<file path="src/rtl/aau_pkg.sv">
package aau_pkg;
  localparam int BW = 8;
  localparam int AW = 2 * BW;
  localparam logic [3:0] NIB_LIMIT = 4'd9;
  localparam logic [BW-1:0] DEC_FIX = BW'(6);

  typedef enum logic [1:0] {
    AAU_ADD   = 2'b00,
    AAU_DPREP = 2'b01,
    AAU_MSPLT = 2'b10,
    AAU_PASS  = 2'b11
  } aau_op_e;

  typedef struct packed {
    logic [AW-1:0] ax;
    logic cf;
    logic af;
    logic sf;
    logic zf;
    logic pf;
    logic derr;
  } aau_res_t;

  function automatic logic [2:0] szp_of(input logic [BW-1:0] v);
    return {v[BW-1], (v == '0), ~^v};
  endfunction
endpackage

</file>
<file path="src/rtl/aau_add_adj.sv">
module aau_add_adj
  import aau_pkg::*;
(
  input  logic [AW-1:0] ax,
  input  logic          af_in,
  input  logic          legacy,
  output aau_res_t      res
);
  logic          need_fix;
  logic [AW-1:0] sum;

  always_comb begin
    need_fix = (ax[3:0] > NIB_LIMIT) || af_in;
    sum      = ax;
    if (need_fix) begin
      if (legacy) sum[BW-1:0] = ax[BW-1:0] + DEC_FIX;
      else        sum = ax + AW'(DEC_FIX);
      sum[AW-1:BW] = sum[AW-1:BW] + BW'(1);
    end
    res     = '0;
    res.ax  = {sum[AW-1:BW], {(BW-4){1'b0}}, sum[3:0]};
    res.cf  = need_fix;
    res.af  = need_fix;
  end
endmodule

</file>
<file path="src/rtl/aau_base_adj.sv">
module aau_base_adj
  import aau_pkg::*;
#(
  parameter bit SPLIT = 1'b0
) (
  input  logic [AW-1:0] ax,
  input  logic [BW-1:0] b,
  output aau_res_t      res
);
  logic [BW-1:0] hi, lo;
  assign hi = ax[AW-1:BW];
  assign lo = ax[BW-1:0];

  generate
    if (SPLIT) begin : g_split
      logic [BW-1:0] q, r;
      always_comb begin
        q   = (b == '0) ? '0 : lo / b;
        r   = (b == '0) ? lo : lo % b;
        res = '0;
        if (b == '0) begin
          res.ax   = ax;
          res.derr = 1'b1;
        end else begin
          res.ax = {q, r};
          {res.sf, res.zf, res.pf} = szp_of(r);
        end
      end
    end else begin : g_pack
      logic [AW-1:0] wide;
      always_comb begin
        wide   = AW'(hi) * AW'(b) + AW'(lo);
        res    = '0;
        res.ax = {{BW{1'b0}}, wide[BW-1:0]};
        {res.sf, res.zf, res.pf} = szp_of(wide[BW-1:0]);
      end
    end
  endgenerate
endmodule

</file>
<file path="src/rtl/ascii_adjust_unit.sv">
module ascii_adjust_unit
  import aau_pkg::*;
#(
  parameter int unsigned FIXED_BASE = 10
) (
  input  logic          clk,
  input  logic          rst_n,
  input  logic          in_valid,
  output logic          in_ready,
  input  logic [1:0]    op,
  input  logic [7:0]    base,
  input  logic [15:0]   ax_in,
  input  logic          af_in,
  input  logic          legacy_mode,
  input  logic          force_ten,
  output logic          out_valid,
  input  logic          out_ready,
  output logic [15:0]   ax_out,
  output logic          cf,
  output logic          af_out,
  output logic          sf,
  output logic          zf,
  output logic          pf,
  output logic          div_err
);
  localparam logic [BW-1:0] TEN = BW'(FIXED_BASE);

  logic [BW-1:0] eff_base;
  aau_res_t      r_add, r_pack, r_split, r_sel, r_q;
  logic          vld_q, take;

  assign eff_base = force_ten ? TEN : base;
  assign in_ready = !vld_q || out_ready;
  assign take     = in_valid && in_ready;

  aau_add_adj u_add (.ax(ax_in), .af_in(af_in), .legacy(legacy_mode), .res(r_add));
  aau_base_adj #(.SPLIT(1'b0)) u_pack  (.ax(ax_in), .b(eff_base), .res(r_pack));
  aau_base_adj #(.SPLIT(1'b1)) u_split (.ax(ax_in), .b(eff_base), .res(r_split));

  always_comb begin
    unique case (aau_op_e'(op))
      AAU_ADD:   r_sel = r_add;
      AAU_DPREP: r_sel = r_pack;
      AAU_MSPLT: r_sel = r_split;
      default: begin
        r_sel    = '0;
        r_sel.ax = ax_in;
      end
    endcase
  end

  always_ff @(posedge clk) begin
    if (!rst_n) begin
      vld_q <= 1'b0;
      r_q   <= '0;
    end else if (take) begin
      vld_q <= 1'b1;
      r_q   <= r_sel;
    end else if (out_ready) begin
      vld_q <= 1'b0;
    end
  end

  assign out_valid = vld_q;
  assign ax_out    = r_q.ax;
  assign cf        = r_q.cf;
  assign af_out    = r_q.af;
  assign sf        = r_q.sf;
  assign zf        = r_q.zf;
  assign pf        = r_q.pf;
  assign div_err   = r_q.derr;

  AST_RESULT_NEXT_EDGE: assert property (@(posedge clk) disable iff (!rst_n)
    take |=> out_valid);
  AST_STALL_HOLDS: assert property (@(posedge clk) disable iff (!rst_n)
    (out_valid && !out_ready) |=> (out_valid && $stable(ax_out) && $stable(div_err) && $stable(cf)));
  AST_ADD_NIBBLE_CLEAR: assert property (@(posedge clk) disable iff (!rst_n)
    (take && op == 2'b00) |=> (ax_out[7:4] == 4'd0 && cf == af_out && !sf && !zf && !pf));
  AST_PACK_HIGH_ZERO: assert property (@(posedge clk) disable iff (!rst_n)
    (take && op == 2'b01) |=> (ax_out[15:8] == 8'd0 && !cf && !af_out && !div_err));
  AST_ZERO_BASE_ERR: assert property (@(posedge clk) disable iff (!rst_n)
    (take && op == 2'b10 && eff_base == '0) |=> (div_err && ax_out == $past(ax_in)));
  AST_SPLIT_REM_RANGE: assert property (@(posedge clk) disable iff (!rst_n)
    (take && op == 2'b10 && eff_base != '0) |=> (!div_err && ax_out[7:0] < $past(eff_base)));
endmodule

</file>
<file path="config.mk">
export PLATFORM = sky130hd
export DESIGN_NAME = ascii_adjust_unit
export DESIGN_NICKNAME = d
export VERILOG_FILES = /design/src/rtl/aau_pkg.sv /design/src/rtl/aau_add_adj.sv /design/src/rtl/aau_base_adj.sv /design/src/rtl/ascii_adjust_unit.sv
export SDC_FILE = /design/constraint.sdc
export NUM_CORES = 1
export LEC_CHECK = 0
export CORE_ASPECT_RATIO = 1.4
export CORE_MARGIN = 2
export CORE_UTILIZATION = 30
export CTS_CLUSTER_DIAMETER = 120
export DETAILED_ROUTE_END_ITERATION = 16
export PLACE_DENSITY = 0.45
export SYNTH_ARGS = -nofsm -noshare
export SYNTH_HDL_FRONTEND = slang
export SYNTH_SLANG_ARGS = --single-unit
</file>
<file path="constraint.sdc">
create_clock -name clk -period 46.9 [get_ports clk]
set_clock_uncertainty 0.05 [all_clocks]
set_input_delay 9.38 -clock clk [delete_from_list [all_inputs] [get_ports clk]]
set_output_delay 9.38 -clock clk [all_outputs]
set_load 0.03 [all_outputs]
</file>
# [Word level (Yosys, flattened, before mapping)]
# Index checks and enable logic that the tools add are counted.
[word_totals] reg_bits=23 latchBits=0 ram_bits=0 mem_bits_ro=0 in_bits=33 output_inout_bits=24 wordCells=41 memories=0
[classes] add_sub_neg=4 mul=1 div_mod_pow=2 n_lt_le_gt_ge=1 n_eq_ne=2 n_shift=0 n_mux=12 bitwise_logic=0 n_reduce_logical=11
[op_table] cell="22-bit case mux with 3 select lines" count=1
[op_table] cell="8-bit 2-to-1 mux" count=5
[op_table] cell="16-bit 2-to-1 mux" count=2
[op_table] cell="8-bit logical NOT" count=3
[op_table] cell="16-bit by 3-bit adder with 16-bit output, second input constant" count=1
[op_table] cell="8-bit XNOR reduction" count=2
[op_table] cell="8-bit by 1-bit adder with 8-bit output, second input constant" count=1
[op_table] cell="8-bit by 3-bit adder with 8-bit output, second input constant" count=1
[op_table] cell="8-bit adder" count=1
[op_table] cell="8-bit by 8-bit divider with 8-bit output" count=1
[op_table] cell="8-bit by 8-bit remainder unit with 8-bit output" count=1
[op_table] cell="8-bit by 8-bit multiplier with 8-bit output" count=1
[op_table] cell="4-bit > comparator, second input constant" count=1
[op_table] cell="1-bit 2-to-1 mux" count=3
[op_table] cell="3-bit 2-to-1 mux" count=1
[op_table] cell="2-bit by 1-bit == test with 1-bit output, second input constant" count=1
[op_table] cell="2-bit == test, second input constant" count=1
[op_table] cell="2-bit logical NOT" count=1
[op_table] cell="1-bit logical OR" count=2
[op_table] cell="2-bit nonzero test" count=1
[op_table] cell="1-bit logical AND" count=1
[op_table] cell="1-bit logical NOT" count=1

# [Logic depth before layout (Yosys ltp)]
[depth] ltp_word=6 ltp_mapped=58 mapped_depth_nobuf=54

# [Cells and area by module]
# A second synthesis with hierarchy kept.
[unflattened] cells_unflattened=747 area_unflattened_um2=5998.3
[by_module_without_submodules] mod="aau_base_adj at u_split" instances=1 cells_each=347 area_per_inst_um2=2463.6 seq_area_each_um2=0.0
[by_module_without_submodules] mod="ascii_adjust_unit" instances=1 cells_each=122 area_per_inst_um2=1446.4 seq_area_each_um2=460.4
[by_module_without_submodules] mod="aau_base_adj at u_pack" instances=1 cells_each=155 area_per_inst_um2=1263.7 seq_area_each_um2=0.0
[by_module_without_submodules] mod="aau_add_adj" instances=1 cells_each=123 area_per_inst_um2=824.5 seq_area_each_um2=0.0

# [Least setup slack after synthesis]
# OpenSTA, ideal clock, no wires.
[synth_path] path_type="input -> register" from="input force_ten" to="register r_q (netlist bit pf)" setup_ns=0.125 arrival_time_ns=21.204 required_ns=46.725 path_slack_ns=25.521 cell_stages=54 n_path_buf=5 path_cell_list="buf_2 clkbuf_1 nor2b_1 clkbuf_1 inv_1 ha_1 a21oi_1 ha_1 o21a_1 o211ai_1 o31ai_1 ha_1 a21oi_1 a2111oi_4 or3b_4 nand2_1 ha_1 a21o_1 (+18 left out) a41o_1 and2_1 buf_2 o21ai_0 fa_1 nor2b_1 o21ai_0 and4_1 o31ai_1 clkbuf_1 nor2_1 a221o_1 mux2i_1 ha_1 xnor2_1 xnor2_1 a221oi_1 nor3b_1"
[synth_via] elab_chain_len=6 word_cells_on_any_way=10 cone_classes="1 x add/sub; 1 x mul; 1 x div; 4 x mux; 3 x reduce/logical"
[synth_lines] element="from (decl)" line="ascii_adjust_unit.sv:15" text="input logic force_ten,"
[synth_lines] element="8-bit 2-to-1 mux (*)" line="ascii_adjust_unit.sv:32" text="assign eff_base = force_ten ? TEN : base;"
[synth_lines] element="8-bit by 8-bit remainder unit with 8-bit output or 8-bit logical NOT (tied branches)" line="aau_base_adj.sv:19, aau_base_adj.sv:21"
[synth_lines] element="8-bit 2-to-1 mux" line="aau_base_adj.sv:19" text="r = (b == '0) ? lo : lo % b;"
[synth_lines] element="8-bit XNOR reduction" line="aau_pkg.sv:25" text="return {v[BW-1], (v == '0), ~^v};"
[synth_lines] element="3-bit 2-to-1 mux" line="aau_base_adj.sv:21" text="if (b == '0) begin"
[synth_lines] element="22-bit case mux with 3 select lines (*)" line="ascii_adjust_unit.sv:41" text="unique case (aau_op_e'(op))"
[synth_lines] element="to (signal assigned)" line="ascii_adjust_unit.sv:58" text="r_q <= r_sel;"
[synth_lines] element="to (decl)" line="ascii_adjust_unit.sv:29" text="aau_res_t r_add, r_pack, r_split, r_sel, r_q;"
# Mark *: on every way between the ends. The rest lies on a longest branch, timed or not.
# A chain may end at the register's enable or synchronous reset.

# [Final worst setup path]
# Same ends and word-level chain as after synthesis.

==> impl_metrics.csv <==
group,metric,value,unit
global_routing,grt_max_degree,33,
routing,wl,18.2,mm
global_routing,grt_pass1_vias,5342,
yosys,syn_nets,814,
critical_path,worstReg2RegEnd,"ax_out[3]$_SDFFE_PN0P_",
yosys,synth_area_leader_cell,"ha_1",
finish,antenna_cells,0,
yosys,yosys.area_share.simple,23.0,%
sta,finalHoldViolations,0,
routing,firstDrtPassIters,4,
routing,wl_met1,7.87,mm
routing,vias,5261,
finish,syn_to_final_growth,15.0,%
clocking,ctsHoldBuffers,0,
placed_design,hpwl,15.1,mm
critical_path,crit_type,"in2reg",
yosys,syn_inst,698,
clocking,clock_latency,0.25,ns
pwr,max-vdd-ir-drop,0.0381,mV
yosys,synth_top_family_by_area,"compound AO/OA/AOI/OAI gates",
sta,maxSlewViolCount,0,
yosys,synth_cell_types,76,
critical_path,r2r_start,"out_valid$_SDFFE_PN0P_",
pwr,p_per_area,50.5,mW/mm^2
pwr,p_leak,2.49,nW
hold_path,hold_class,"reg2reg",
critical_path,slowest_stage,"o31ai_1",
flow_run,maxCapViolations,0,
clocking,path_clk_slew,0.06,ns
clocking,cts_buffers,3,
clocking,clock_tree.root_cell,"clkbuf_16",
yosys,synthXorXnorAreaFrac,7.16,%
global_routing,grt_antenna_before_repair,0,
die,ios,57,
yosys,synth.area.mux_share,3.36,%
finish,num-nets-final,843,
die,die_area,0.0182,mm^2
sta,fin_crit,24.09,ns
critical_path,critPathMaxFanout,29,
yosys,synth-edff-count,0,
yosys,synthAdderAreaFrac,23.2,%
yosys,synth_seq_cells,22,
critical_path,reg2reg_depth,8,
critical_path,r2r_setup_slack,44.83,ns
placed_design,port_buffers,56,
yosys,netlist_area,0.00514,mm^2
clocking,cts_setup_buffers,0,
routing,wl_met2,9.25,mm
hold_path,min_from,"ax_out[10]$_SDFFE_PN0P_",
sta,tns,0,ns
die,initial_core_util,30.7,%
routing,ant_nets,0,
placed_design,gp_congestion,0.875,
global_routing,overflow,0,
critical_path,end_kind,"flop",
critical_path,crit_path_max_incr_delay,1.00,ns
yosys,synth.avg_cell_area,7.36,um^2
clocking,cts_tree,"built",
outcome,status,"completed",
sta,fmax,41.5,MHz
critical_path,crit_top_cell,"ha_1",
pwr,design_power_total,0.000298,W
finish,layout-drive-gt1-share,4.69,%
routing,viasPerCell,5.67,
yosys,synth_compound_area_share,27.2,%
routing,drc,0,
die,num_rows,56,
sta,rsz0062_at_grt,"false",
global_routing,grt_pass1_wl,29.1,mm
hold_path,min_path_cells,1,
clocking,htree_levels,1,
yosys,netlist.area_leader.share,15.6,%
sta,worst_slew_pin_slew,1.22,ns
yosys,yosysWarnings,0,
critical_path,worst_setup_path_start_kind,"input port",
clocking,cts.path.max_buffers,2,
routing,drt_iter0_drc,274,
critical_path,critPathArrivalTime,24.18,ns
routing,met3_length,589,um
clocking,cts.sinks,22,
clocking,cts-resized-gates,0,
die,dieWidth,115,um
sta,setup_viol,0,
routing,wl_per_cell,19.6,um
sta,period_share,51.4,%
yosys,synth_top_flop_cell,"dfxtp_1",
die,core-area,0.0167,mm^2
finish,fillers,1800,
yosys,ys_seq_area_share,8.57,%
sta,relSlewSlack,17.8,%
yosys,synthTopCellsByArea,"ha_1 16%, dfxtp_1 8.6%, fa_1 7.4%",
global_routing,track_usage,20.1,%
critical_path,required,46.99,ns
yosys,ys_async_sr_fraction,0,%
die,die_h,159,um
hold_path,holdPathEnd,"ax_out[10]$_SDFFE_PN0P_",
routing,top_layer_used,"met4",
## critical path, delay by kind of cell
kind / cells / cell delay, ns
adder cells (fa/ha/maj): 9 / 2.81
AO/OA/AOI/OAI: 21 / 6.48
multiplexers: 5 / 1.65
XOR/XNOR: 2 / 0.27
buffers and inverters: 3 / 0.97
AND/OR/NAND/NOR: 10 / 2.60
## registers in the layout (all words and copies together), names as in the netlist
register   flops
sf             1
ax_out        16
div_err        1
out_valid      1
cf             1
pf             1
zf             1
## synthesized netlist by cell type (7+ instances only)
cell,instances
nor2b_1,13
nand2_1,62
inv_1,64
a31oi_1,7
clkbuf_1,29
a21oi_1,30
ha_1,64
xor2_1,10
fa_1,19
o21ai_0,50
nor3_1,23
mux2i_1,8
or3_1,7
nor2_1,58
dfxtp_1,22
a21boi_0,8
nand3_1,18
xnor2_1,32
o211ai_1,10
nand2b_1,7
nand3b_1,9
a21o_1,12
o21a_1,16
## through the flow
| step | std cells | hold WS (ns) | utilization, % | instance area, um^2 | setup WS, ns |
|---|---|---|---|---|---|
| after floorplan | 698 | 0.568 | - | 5140 | 25.52 |
| after global placement | 925 | 0.432 | 34.8 | 5830 | 23.19 |
| after detailed placement | 925 | 0.436 | 34.8 | 5830 | 22.66 |
| after CTS | 928 | 0.449 | 35.3 | 5910 | 22.91 |
| after global routing | 928 | 0.487 | 35.3 | 5910 | 21.71 |
| final | 928 | 0.444 | 35.3 | 5910 | 22.81 |
## worst max-delay path by stage
stage	from	end	cells after the start
global placement	force_ten	pf$_SDFFE_PN0P_	50
CTS	force_ten	pf$_SDFFE_PN0P_	50
finish	force_ten	pf$_SDFFE_PN0P_	50
floorplan	force_ten	pf$_SDFFE_PN0P_	54
detailed placement	force_ten	pf$_SDFFE_PN0P_	50
global route	force_ten	pf$_SDFFE_PN0P_	50
## per-layer routing
layer  vias to the layer above  global-route usage, %
li1                       2550                      -
met1                      2561                   25.0
met2                       127                   36.7
met3                        23                   1.26
met4                         0                   5.43
met5                         -                      0
## logic make-up (layout without fill, tap and decap cells)
kind of cell / count (synthesis) / in the layout
simple gates: 235 / 235
compound gates: 199 / 199
buf+inv: 101 / 128
fa+ha+maj: 84 / 84
xor+xnor: 42 / 42
flops: 22 / 22
mux: 15 / 15
## area by class of cell
cell class              count  area, um^2  area share, %
flip-flops and latches     22         440           7.45
clock buffers               3        75.1           1.27
repair buffers             59         583           9.87
multi-input cells         575        4310           72.9
well taps                 203         254           4.30
inverters                  66         248           4.19
## layout by cell type, fill, tap and decap left out, types with 5 or more instances in the layout
cell,n
nand3_1,18
nand2b_1,7
a21o_1,12
nor2b_1,13
a31oi_1,7
clkdlybuf4s50_1,56
nor2_1,58
mux2i_1,8
fa_1,19
and2_1,6
a21boi_0,8
nand2_1,62
and3_1,5
xor2_1,10
ha_1,64
o211ai_1,10
inv_1,64
dfxtp_1,22
nor3b_1,5
nand3b_1,9
o21a_1,16
or3_1,7
mux2_2,5
nor3_1,23
a221oi_1,5
xnor2_1,32
o31ai_1,5
o21ai_0,50
a21oi_1,30
## where the power goes
group / internal (W) / switching, W / total, W
Sequential: 0.0000217 / 0.00000148 / 0.0000232
Clock: 0.0000113 / 0.00000658 / 0.0000178
Combinational: 0.000114 / 0.000143 / 0.000257
No activity file was read; power rests on OpenSTA's default activity.
